===== src/rtl/lsp_pkg.sv =====
package lsp_pkg;

  // Classification of one observed load against its table entry.
  typedef enum logic [2:0] {
    EV_IDLE      = 3'd0,
    EV_MISS      = 3'd1,
    EV_MATCH     = 3'd2,
    EV_NEWSTRIDE = 3'd3,
    EV_ZERO      = 3'd4,
    EV_FAR       = 3'd5
  } lsp_event_e;

  // Saturating increment used for the confidence counter.
  function automatic int unsigned sat_inc(input int unsigned v, input int unsigned maxv);
    return (v >= maxv) ? maxv : v + 1;
  endfunction

endpackage


===== src/rtl/lsp_table.sv =====
module lsp_table #(
  parameter int ENTRIES  = 16,
  parameter int TAG_W    = 8,
  parameter int ADDR_W   = 32,
  parameter int STRIDE_W = 13,
  parameter int CONF_W   = 2,
  localparam int IDX_W   = $clog2(ENTRIES)
) (
  input  logic                clk,
  input  logic                rst_n,
  input  logic [IDX_W-1:0]    rd_idx,
  output logic                rd_valid,
  output logic [TAG_W-1:0]    rd_tag,
  output logic [ADDR_W-1:0]   rd_addr,
  output logic [STRIDE_W-1:0] rd_stride,
  output logic [CONF_W-1:0]   rd_conf,
  input  logic                wr_en,
  input  logic [IDX_W-1:0]    wr_idx,
  input  logic [TAG_W-1:0]    wr_tag,
  input  logic [ADDR_W-1:0]   wr_addr,
  input  logic [STRIDE_W-1:0] wr_stride,
  input  logic [CONF_W-1:0]   wr_conf
);

  logic                valid_q  [ENTRIES];
  logic [TAG_W-1:0]    tag_q    [ENTRIES];
  logic [ADDR_W-1:0]   addr_q   [ENTRIES];
  logic [STRIDE_W-1:0] stride_q [ENTRIES];
  logic [CONF_W-1:0]   conf_q   [ENTRIES];

  for (genvar e = 0; e < ENTRIES; e++) begin : g_entry
    logic hit_w;
    assign hit_w = wr_en && (wr_idx == IDX_W'(e));
    always_ff @(posedge clk) begin
      if (!rst_n) begin
        valid_q[e]  <= 1'b0;
        tag_q[e]    <= '0;
        addr_q[e]   <= '0;
        stride_q[e] <= '0;
        conf_q[e]   <= '0;
      end else if (hit_w) begin
        valid_q[e]  <= 1'b1;
        tag_q[e]    <= wr_tag;
        addr_q[e]   <= wr_addr;
        stride_q[e] <= wr_stride;
        conf_q[e]   <= wr_conf;
      end
    end

    // once written, an entry is never empty again before reset
    assert_entry_stays_valid_R3: assert property (@(posedge clk) disable iff (!rst_n)
      valid_q[e] |=> valid_q[e]);
  end

  assign rd_valid  = valid_q[rd_idx];
  assign rd_tag    = tag_q[rd_idx];
  assign rd_addr   = addr_q[rd_idx];
  assign rd_stride = stride_q[rd_idx];
  assign rd_conf   = conf_q[rd_idx];

endmodule


===== src/rtl/lsp_classify.sv =====
module lsp_classify
  import lsp_pkg::*;
#(
  parameter int TAG_W      = 8,
  parameter int ADDR_W     = 32,
  parameter int STRIDE_W   = 13,
  parameter int CONF_W     = 2,
  parameter int MAX_STRIDE = 2048,
  parameter int CONF_FIRE  = 2,
  localparam int CONF_MAX  = (1 << CONF_W) - 1
) (
  input  logic                load_valid,
  input  logic [TAG_W-1:0]    load_tag,
  input  logic [ADDR_W-1:0]   load_addr,
  input  logic                ent_valid,
  input  logic [TAG_W-1:0]    ent_tag,
  input  logic [ADDR_W-1:0]   ent_addr,
  input  logic [STRIDE_W-1:0] ent_stride,
  input  logic [CONF_W-1:0]   ent_conf,
  output lsp_event_e          ev,
  output logic                wr_en,
  output logic [STRIDE_W-1:0] wr_stride,
  output logic [CONF_W-1:0]   wr_conf,
  output logic                fire,
  output logic [ADDR_W-1:0]   target
);

  // Distance bound test on the full-width signed difference.
  function automatic logic within_bound(input logic [ADDR_W-1:0] d);
    logic signed [ADDR_W:0] s;
    s = {d[ADDR_W-1], d};
    return (s <= (ADDR_W+1)'(MAX_STRIDE)) && (s >= -(ADDR_W+1)'(MAX_STRIDE));
  endfunction

  function automatic logic [ADDR_W-1:0] widen(input logic [STRIDE_W-1:0] s);
    return {{(ADDR_W-STRIDE_W){s[STRIDE_W-1]}}, s};
  endfunction

  logic [ADDR_W-1:0]   diff;
  logic [STRIDE_W-1:0] diff_n;
  logic                hit;
  logic [CONF_W-1:0]   conf_up;

  assign hit     = ent_valid && (ent_tag == load_tag);
  assign diff    = load_addr - ent_addr;
  assign diff_n  = diff[STRIDE_W-1:0];
  assign conf_up = CONF_W'(sat_inc(int'(ent_conf), CONF_MAX));
  assign target  = load_addr + widen(ent_stride);
  assign wr_en   = load_valid;

  always_comb begin
    ev        = EV_IDLE;
    wr_stride = '0;
    wr_conf   = '0;
    fire      = 1'b0;
    if (load_valid) begin
      if (!hit) begin
        ev = EV_MISS;
      end else if (diff == '0) begin
        ev = EV_ZERO;
      end else if (!within_bound(diff)) begin
        ev = EV_FAR;
      end else if (diff_n == ent_stride) begin
        ev        = EV_MATCH;
        wr_stride = ent_stride;
        wr_conf   = conf_up;
        fire      = (conf_up >= CONF_W'(CONF_FIRE));
      end else begin
        ev        = EV_NEWSTRIDE;
        wr_stride = diff_n;
      end
    end
  end

  // a stored stride used for a match is never zero
  always_comb begin
    if (ev == EV_MATCH) assert_match_nonzero_R8: assert (ent_stride != '0);
  end

endmodule


===== src/rtl/lsp_issue.sv =====
module lsp_issue #(
  parameter int ADDR_W = 32
) (
  input  logic              clk,
  input  logic              rst_n,
  input  logic              fire,
  input  logic [ADDR_W-1:0] target,
  output logic              pf_valid,
  output logic [ADDR_W-1:0] pf_addr
);

  always_ff @(posedge clk) begin
    if (!rst_n) begin
      pf_valid <= 1'b0;
      pf_addr  <= '0;
    end else begin
      pf_valid <= fire;
      if (fire) pf_addr <= target;
    end
  end

endmodule


===== src/rtl/load_stride_prefetcher.sv =====
module load_stride_prefetcher
  import lsp_pkg::*;
#(
  parameter int PC_W       = 32,
  parameter int ADDR_W     = 32,
  parameter int ENTRIES    = 16,
  parameter int TAG_W      = 8,
  parameter int CONF_W     = 2,
  parameter int MAX_STRIDE = 2048,
  parameter int CONF_FIRE  = 2,
  localparam int IDX_W     = $clog2(ENTRIES),
  localparam int STRIDE_W  = $clog2(MAX_STRIDE) + 2
) (
  input  logic              clk,
  input  logic              rst_n,
  input  logic              load_valid,
  input  logic [PC_W-1:0]   load_pc,
  input  logic [ADDR_W-1:0] load_addr,
  output logic              pf_valid,
  output logic [ADDR_W-1:0] pf_addr
);

  logic [IDX_W-1:0]    idx;
  logic [TAG_W-1:0]    tag;
  logic                ent_valid;
  logic [TAG_W-1:0]    ent_tag;
  logic [ADDR_W-1:0]   ent_addr;
  logic [STRIDE_W-1:0] ent_stride;
  logic [CONF_W-1:0]   ent_conf;
  lsp_event_e          ev;
  logic                wr_en;
  logic [STRIDE_W-1:0] wr_stride;
  logic [CONF_W-1:0]   wr_conf;
  logic                fire;
  logic [ADDR_W-1:0]   target;

  // Named internal events for the checks below
  logic ev_miss, ev_zero, ev_far, ev_restride;

  assign idx = load_pc[IDX_W-1:0];
  assign tag = load_pc[IDX_W +: TAG_W];

  lsp_table #(
    .ENTRIES(ENTRIES), .TAG_W(TAG_W), .ADDR_W(ADDR_W),
    .STRIDE_W(STRIDE_W), .CONF_W(CONF_W)
  ) u_table (
    .clk(clk), .rst_n(rst_n),
    .rd_idx(idx), .rd_valid(ent_valid), .rd_tag(ent_tag), .rd_addr(ent_addr),
    .rd_stride(ent_stride), .rd_conf(ent_conf),
    .wr_en(wr_en), .wr_idx(idx), .wr_tag(tag), .wr_addr(load_addr),
    .wr_stride(wr_stride), .wr_conf(wr_conf)
  );

  lsp_classify #(
    .TAG_W(TAG_W), .ADDR_W(ADDR_W), .STRIDE_W(STRIDE_W), .CONF_W(CONF_W),
    .MAX_STRIDE(MAX_STRIDE), .CONF_FIRE(CONF_FIRE)
  ) u_classify (
    .load_valid(load_valid), .load_tag(tag), .load_addr(load_addr),
    .ent_valid(ent_valid), .ent_tag(ent_tag), .ent_addr(ent_addr),
    .ent_stride(ent_stride), .ent_conf(ent_conf),
    .ev(ev), .wr_en(wr_en), .wr_stride(wr_stride), .wr_conf(wr_conf),
    .fire(fire), .target(target)
  );

  lsp_issue #(.ADDR_W(ADDR_W)) u_issue (
    .clk(clk), .rst_n(rst_n), .fire(fire), .target(target),
    .pf_valid(pf_valid), .pf_addr(pf_addr)
  );

  assign ev_miss     = (ev == EV_MISS);
  assign ev_zero     = (ev == EV_ZERO);
  assign ev_far      = (ev == EV_FAR);
  assign ev_restride = (ev == EV_NEWSTRIDE);

  function automatic logic near(input logic [ADDR_W-1:0] d);
    logic signed [ADDR_W:0] s;
    s = {d[ADDR_W-1], d};
    return (s <= (ADDR_W+1)'(MAX_STRIDE)) && (s >= -(ADDR_W+1)'(MAX_STRIDE));
  endfunction

  assert_pf_follows_load_R9: assert property (@(posedge clk) disable iff (!rst_n)
    pf_valid |-> $past(load_valid));

  assert_miss_silent_R3: assert property (@(posedge clk) disable iff (!rst_n)
    ev_miss |=> !pf_valid);

  assert_restride_silent_R4: assert property (@(posedge clk) disable iff (!rst_n)
    ev_restride |=> !pf_valid);

  assert_far_silent_R7: assert property (@(posedge clk) disable iff (!rst_n)
    ev_far |=> !pf_valid);

  assert_zero_silent_R8: assert property (@(posedge clk) disable iff (!rst_n)
    ev_zero |=> !pf_valid);

  assert_pf_moves_R8: assert property (@(posedge clk) disable iff (!rst_n)
    pf_valid |-> (pf_addr != $past(load_addr)));

  assert_pf_within_bound_R7: assert property (@(posedge clk) disable iff (!rst_n)
    pf_valid |-> near(pf_addr - $past(load_addr)));

endmodule


===== config.mk =====
export PLATFORM = sky130hd
export DESIGN_NAME = load_stride_prefetcher
export DESIGN_NICKNAME = d
export VERILOG_FILES = /design/src/rtl/lsp_pkg.sv /design/src/rtl/lsp_table.sv /design/src/rtl/lsp_classify.sv /design/src/rtl/lsp_issue.sv /design/src/rtl/load_stride_prefetcher.sv
export SDC_FILE = /design/constraint.sdc
export NUM_CORES = 2
export LEC_CHECK = 0
export BUFFER_PORTS_ARGS = -buffer_cell sky130_fd_sc_hd__buf_2
export CAP_MARGIN = 20
export CORE_MARGIN = 2
export CORE_UTILIZATION = 50
export CTS_CLUSTER_SIZE = 8
export DETAILED_ROUTE_END_ITERATION = 7
export GPL_TIMING_DRIVEN = 1
export PLACE_DENSITY_LB_ADDON = 0.3
export SLEW_MARGIN = 10
export SYNTH_ARGS = -nofsm -noshare
export SYNTH_HDL_FRONTEND = slang
export SYNTH_HIERARCHICAL = 1
export SYNTH_SLANG_ARGS = --single-unit
export TNS_END_PERCENT = 1

===== constraint.sdc =====
create_clock -name clk -period 16.1 [get_ports clk]
set_clock_uncertainty 0.2 [all_clocks]
set_input_delay 0 -clock clk [delete_from_list [all_inputs] [get_ports clk]]
set_output_delay 0 -clock clk [all_outputs]
set_load 0.02 [all_outputs]

# ---- Yosys cells after proc, flatten, opt, wreduce, memory -nomap -nowiden
# Memories as Yosys holds them, arrays and structs flattened.
# Cells that the tools add are included.
dict set report word_totals {
  ff_bits 33
  ramBits 896
  in_bits 67
  out_inout_bits 33
  word_cells 276
  mem_count 5
}
dict set report op_classes {
  add_sub_neg 3
  n_lt_le_gt_ge 4
  eq_ne 17
  muxes 145
  bitwise_logic 80
  reduce_logical 20
}
# memory words word_bits rd rd_ports_with_merged_regs write_ports line_no
set memory_table {}
lappend memory_table {u_table.addr_q 16 32 1 0 16 lsp_table.sv:27} ;# logic [ADDR_W-1:0] addr_q [ENTRIES];
lappend memory_table {u_table.stride_q 16 13 1 0 16 lsp_table.sv:28} ;# logic [STRIDE_W-1:0] stride_q [ENTRIES];
lappend memory_table {u_table.tag_q 16 8 1 0 16 lsp_table.sv:26} ;# logic [TAG_W-1:0] tag_q [ENTRIES];
lappend memory_table {u_table.conf_q 16 2 1 0 16 lsp_table.sv:29} ;# logic [CONF_W-1:0] conf_q [ENTRIES];
lappend memory_table {u_table.valid_q 16 1 1 0 16 lsp_table.sv:25} ;# logic valid_q [ENTRIES];
# cell count
set ops {}
lappend ops {{$mux 32} 16}
lappend ops {{$mux 13} 21}
lappend ops {{$mux 8} 16}
lappend ops {{$or 1x1->1} 80}
lappend ops {{$mux 1} 70}
lappend ops {{$mux 2} 22}
lappend ops {{$add 32x32->32} 1}
lappend ops {{$eq 4x4->1 const B} 8}
lappend ops {{$ge 32x12->1 const B} 1}
lappend ops {{$le 32x13->1 const B} 1}
lappend ops {{$logic_not 32->1} 1}
lappend ops {{$sub 32x32->32} 1}
lappend ops {{$logic_and 1x1->1} 18}
lappend ops {{$eq 4x3->1 const B} 4}
lappend ops {{$eq 13x13->1} 1}
lappend ops {{$eq 4x2->1 const B} 2}
lappend ops {{$eq 8x8->1} 1}
lappend ops {{$eq 4x1->1 const B} 1}
lappend ops {{$ge 2x2->1 const B} 2}
lappend ops {{$logic_not 4->1} 1}
lappend ops {{$add 2x1->2 const B} 1}

# ---- Logic depth before layout (Yosys ltp)
# An unclocked memory read counts as a cell.
dict set report logic_depth {
  ltp_word 9
  ltp_mapped 24
}

# ---- Hierarchy
# Netlist, hierarchy kept.
# mod n_inst cells_per_inst area_each_um2
set by_module_without_submodules {}
lappend by_module_without_submodules {lsp_table 1 2447 39799.4}
lappend by_module_without_submodules {lsp_classify 1 621 4216.5}
lappend by_module_without_submodules {lsp_issue 1 105 1270.0}

# ---- Worst setup path after synthesis
# OpenSTA, ideal clock, no wires.
dict set report synth_timing {
  path_type {input to register}
  startpoint {input port load_pc[1]}
  endpoint {register u_issue.pf_addr[5]}
  arrival_ns 4.867
  required_ns 15.784
  setup_slack_ns 10.917
  cell_stages 23
  path_buffers 5
  path_cell_list {buf_2 -> clkbuf_1 -> buf_2 -> mux4_2 -> a22oi_1 -> nand2_1 -> ha_1 -> fa_1 -> and2b_1 -> o221ai_2 -> a211o_1 -> o21a_1 -> xnor2_1 -> nand3_1 -> or4_1 -> a2111o_1 -> nor4_1 -> nor2_1 -> nor3_1 -> buf_6 -> buf_12 -> mux2i_1 -> nor2b_1}
}
dict set report synth_via {
  word_cells_on_any_way 23
  cone_classes {3 x add/sub; 4 x order compare; 2 x eq/ne; 6 x mux; 3 x reduce/logical; 5 x memory}
}
# element line_no
set synth_lines {}
lappend synth_lines {{start, declared} load_stride_prefetcher.sv:17} ;# input logic [PC_W-1:0] load_pc,
lappend synth_lines {{$mem_v2 16x32 *} --}
lappend synth_lines {{net ent_addr[0]} load_stride_prefetcher.sv:27} ;# logic [ADDR_W-1:0] ent_addr;
lappend synth_lines {{$sub 32x32->32 *} lsp_classify.sv:45} ;# assign diff = load_addr - ent_addr;
lappend synth_lines {{$le 32x13->1 (tied with other cells)} lsp_classify.sv:32} ;# return (s <= (ADDR_W+1)'(MAX_STRIDE)) && (s >= -(ADDR_W+1)'(MAX_STRIDE));
lappend synth_lines {{$logic_and 1x1->1 / $mux 1 (equally long branches)} {lsp_classify.sv:32, lsp_classify.sv:63}}
lappend synth_lines {{$mux 1} lsp_classify.sv:61} ;# end else if (!within_bound(diff)) begin
lappend synth_lines {{$mux 1 *} lsp_classify.sv:59} ;# end else if (diff == '0) begin
lappend synth_lines {{$mux 1 *} lsp_classify.sv:57} ;# if (!hit) begin
lappend synth_lines {{$mux 1 *} lsp_classify.sv:56} ;# if (load_valid) begin
lappend synth_lines {{net fire} load_stride_prefetcher.sv:34} ;# logic fire;
lappend synth_lines {{end signal, assigned} lsp_issue.sv:18} ;# if (fire) pf_addr <= target;
lappend synth_lines {{end, declared} lsp_issue.sv:9} ;# output logic [ADDR_W-1:0] pf_addr
# Mark *: on every way through the listed nets, which the timed path passes. The rest lies on a longest branch.
# A chain may end at the register's enable or synchronous reset.

# ---- Final worst setup path
dict set report layout_timing {
  startpoint {input port load_pc[0]}
  endpoint {register u_issue.pf_addr[24]}
}
# The elaborated chain is that of the path after synthesis.

==> impl_metrics.json <==
{
  "outcome": "finished clean",
  "fp.coreArea_um2": 89900,
  "initial_utilization": 0.503,
  "rr_startpoint": "u_table/addr_q[1][0]$_SDFFCE_PN0P_",
  "regToRegEndpoint": "u_issue/pf_addr[24]$_SDFFE_PN0P_",
  "detailed_route_vias_per_instance": 6.21,
  "tightest_slew_ps": 1160,
  "leakage_nw": 18.4,
  "final_cell_area_um2": 50900,
  "cp_max_fo": 85,
  "fillCellCount": 6932,
  "cp_data_required_time_ps": 16510,
  "routabilityCongestion": 0.922,
  "boundaryPins": 100,
  "tritoncts": "built",
  "grt.met1_usage": 0.357,
  "timing.max_cap.violations": 0,
  "crit_arrival_ps": 8190,
  "detailed_place.area_um2": 46700,
  "reg2reg_slack_ps": 8680,
  "maxClockFrequency_mhz": 129,
  "vias": 27700,
  "detailed_route_iter0_violations": 3190,
  "die_w_um": 305,
  "insertion_delay_ps": 730,
  "hold_path.class": "in2reg",
  "grt_util_met3": 0.0498,
  "clk_pin_slew_ps": 50,
  "share_of_post_route_cells_with_drive_strength_above_1": 0.174,
  "syn-num-nets": 3297,
  "slew_viol_final": 0,
  "synth.cell_area_um2": 45200,
  "dp_hpwl_um": 68400,
  "io_buffers": 79,
  "grt_remaining_overflow": 0,
  "total_routed_length_um": 124000,
  "use_met2": 0.441,
  "clock_path_buffers": 3,
  "timing.max_slew.rel_slack": 0.225,
  "detail_route.wl_per_cell_um": 27.8,
  "cts_htree_levels": 4,
  "initial_antenna_violation_count": 6,
  "synth.yosys.warnings": 6,
  "post-route-period-util": 0.483,
  "grt_first_pass_wirelength_um": 183000,
  "maximum_number_of_pins_on_one_net_before_global_route_repair": 93,
  "ff2ff_path_depth": 20,
  "hold_path_end": "u_table/valid_q[8]$_DFF_P_",
  "final_antenna_net_count": 0,
  "cts_made_buffers": 134,
  "power_density_nw_per_um2": 119,
  "timing.setup.tns_ps": 0,
  "cts_num_sinks": 929,
  "dieArea_um2": 92900,
  "path_class": "in2reg",
  "cts_root_buf": "sky130_fd_sc_hd__clkbuf_16",
  "global_route.usage.total": 0.268,
  "grt_setup_unrepaired": "no",
  "netlist_instances": 3166,
  "area_growth_syn_to_layout_pct": 12.6,
  "synth.avg_cell_area_um2": 14.3,
  "drt-pass1-iter-count": 6,
  "hold_viol_final": 0,
  "setup.worst_path.start_class": "primary input",
  "via_count_of_the_first_global_routing_pass": 28400,
  "cts_resized": 0,
  "crit_path_end_kind": "flip-flop",
  "setup-violations-final": 0,
  "num_rows": 110,
  "finalWorstPathRequiredPeriod_ps": 7780,
  "globalRoute.busiestLayer": "met2",
  "detail_route.drc_violations": 0,
  "whs_path_depth": 4,
  "hp-start": "load_pc[3]",
  "nets": 3363,
  "ir_drop_uv": 70.1,
  "dieHeight_um": 305
}
[critical path, cell delays in order]
cell and delay, ps:
sky130_fd_sc_hd__buf_8 520, sky130_fd_sc_hd__buf_12 610, sky130_fd_sc_hd__mux4_2 600, sky130_fd_sc_hd__a22oi_1 290
sky130_fd_sc_hd__nand2_1 120, sky130_fd_sc_hd__ha_1 230, sky130_fd_sc_hd__fa_1 410, sky130_fd_sc_hd__and2b_1 270
sky130_fd_sc_hd__o221ai_2 200, sky130_fd_sc_hd__a211oi_1 640, sky130_fd_sc_hd__a211oi_1 290, sky130_fd_sc_hd__o31ai_1 410
sky130_fd_sc_hd__a31oi_1 160, sky130_fd_sc_hd__xnor2_1 420, sky130_fd_sc_hd__nand2_1 90, sky130_fd_sc_hd__nor4_1 560
sky130_fd_sc_hd__nor2_1 290, sky130_fd_sc_hd__nor3_2 280, sky130_fd_sc_hd__buf_4 660, sky130_fd_sc_hd__mux2i_1 310
sky130_fd_sc_hd__nor2b_1 70, sky130_fd_sc_hd__dlygate4sd3_1 550
[state kept, by name (all words and copies together), names as in the netlist]
register and count:
u_table/tag_q 128, u_table/valid_q 16, u_issue/pf_valid 1, u_table/addr_q 512
u_issue/pf_addr 32, u_table/stride_q 208, u_table/conf_q 32
[through the flow]
stage          utilization  power [mW]  hold WS (ps)  instances  setup slack [ps]
6_report             0.567        6.04          92.0       4458              8320
5_1_grt              0.567        6.22          99.5       4457              7910
3_5_place_dp         0.520        3.52           208       4224              8230
2_1_floorplan            -        3.31         -71.8       3166             10950
4_1_cts              0.567        6.06          47.1       4456              8460
3_3_place_gp         0.519        3.49           197       4222              8260
[layout make-up]
type                            count  area [um^2]  area share
Clock inverter                     15          224     0.00440
Inverter                           48          180     0.00354
Multi-Input combinational cell   1934        16600       0.326
Antenna cell                        1         2.50   0.0000491
Timing Repair Buffer              185         1360      0.0266
Clock buffer                      170         3530      0.0693
Sequential cell                   929        27600       0.541
Tap cell                         1176         1470      0.0289
[report_power, final]
part	leakage, nW	internal [mW]	total (mW)	switching (mW)
combinational	7.41	0.260	0.689	0.429
clock	1.82	1.53	2.54	1.01
sequential	9.13	2.77	2.80	0.0306
total	18.4	4.56	6.04	1.47
[placed cells by master, fill, tap and decap left out, types with 54 or more instances in the layout]
| master | count |
|---|---|
| sky130_fd_sc_hd__buf_2 | 79 |
| sky130_fd_sc_hd__nand2_1 | 100 |
| sky130_fd_sc_hd__clkbuf_16 | 136 |
| sky130_fd_sc_hd__ha_1 | 62 |
| sky130_fd_sc_hd__buf_4 | 55 |
| sky130_fd_sc_hd__edfxtp_1 | 895 |
| sky130_fd_sc_hd__and2_1 | 889 |
| sky130_fd_sc_hd__a21oi_1 | 65 |
| sky130_fd_sc_hd__a22oi_1 | 113 |
| sky130_fd_sc_hd__xnor2_1 | 54 |
| sky130_fd_sc_hd__mux4_2 | 224 |
[worst max-delay path by stage]
stage | start | end | slack (ps) | depth (start not counted)
5_1_grt | load_pc[0] | u_issue/pf_addr[24]$_SDFFE_PN0P_ | 7910 | 22
2_1_floorplan | load_pc[1] | u_issue/pf_addr[5]$_SDFFE_PN0P_ | 10950 | 23
3_3_place_gp | load_pc[0] | u_table/stride_q[7][11]$_SDFFCE_PN0P_ | 8260 | 19
3_5_place_dp | load_pc[0] | u_issue/pf_addr[22]$_SDFFE_PN0P_ | 8230 | 21
6_report | load_pc[0] | u_issue/pf_addr[24]$_SDFFE_PN0P_ | 8320 | 22
4_1_cts | load_pc[0] | u_issue/pf_addr[24]$_SDFFE_PN0P_ | 8460 | 22
[per-layer routing]
metal / part of all wire / up-vias
li1: - / 11800
met1: 0.39 / 14200
met2: 0.48 / 1444
met3: 0.091 / 272
met4: 0.034 / 2
met5: 0.00011 / -
[repair_timing]
item,CTS,global route
endpoints found under the hold margin,674,0
setup endpoints to repair,0,0
buffers inserted,0,0
hold buffers,47,0
(Power assumes the default switching activity.)
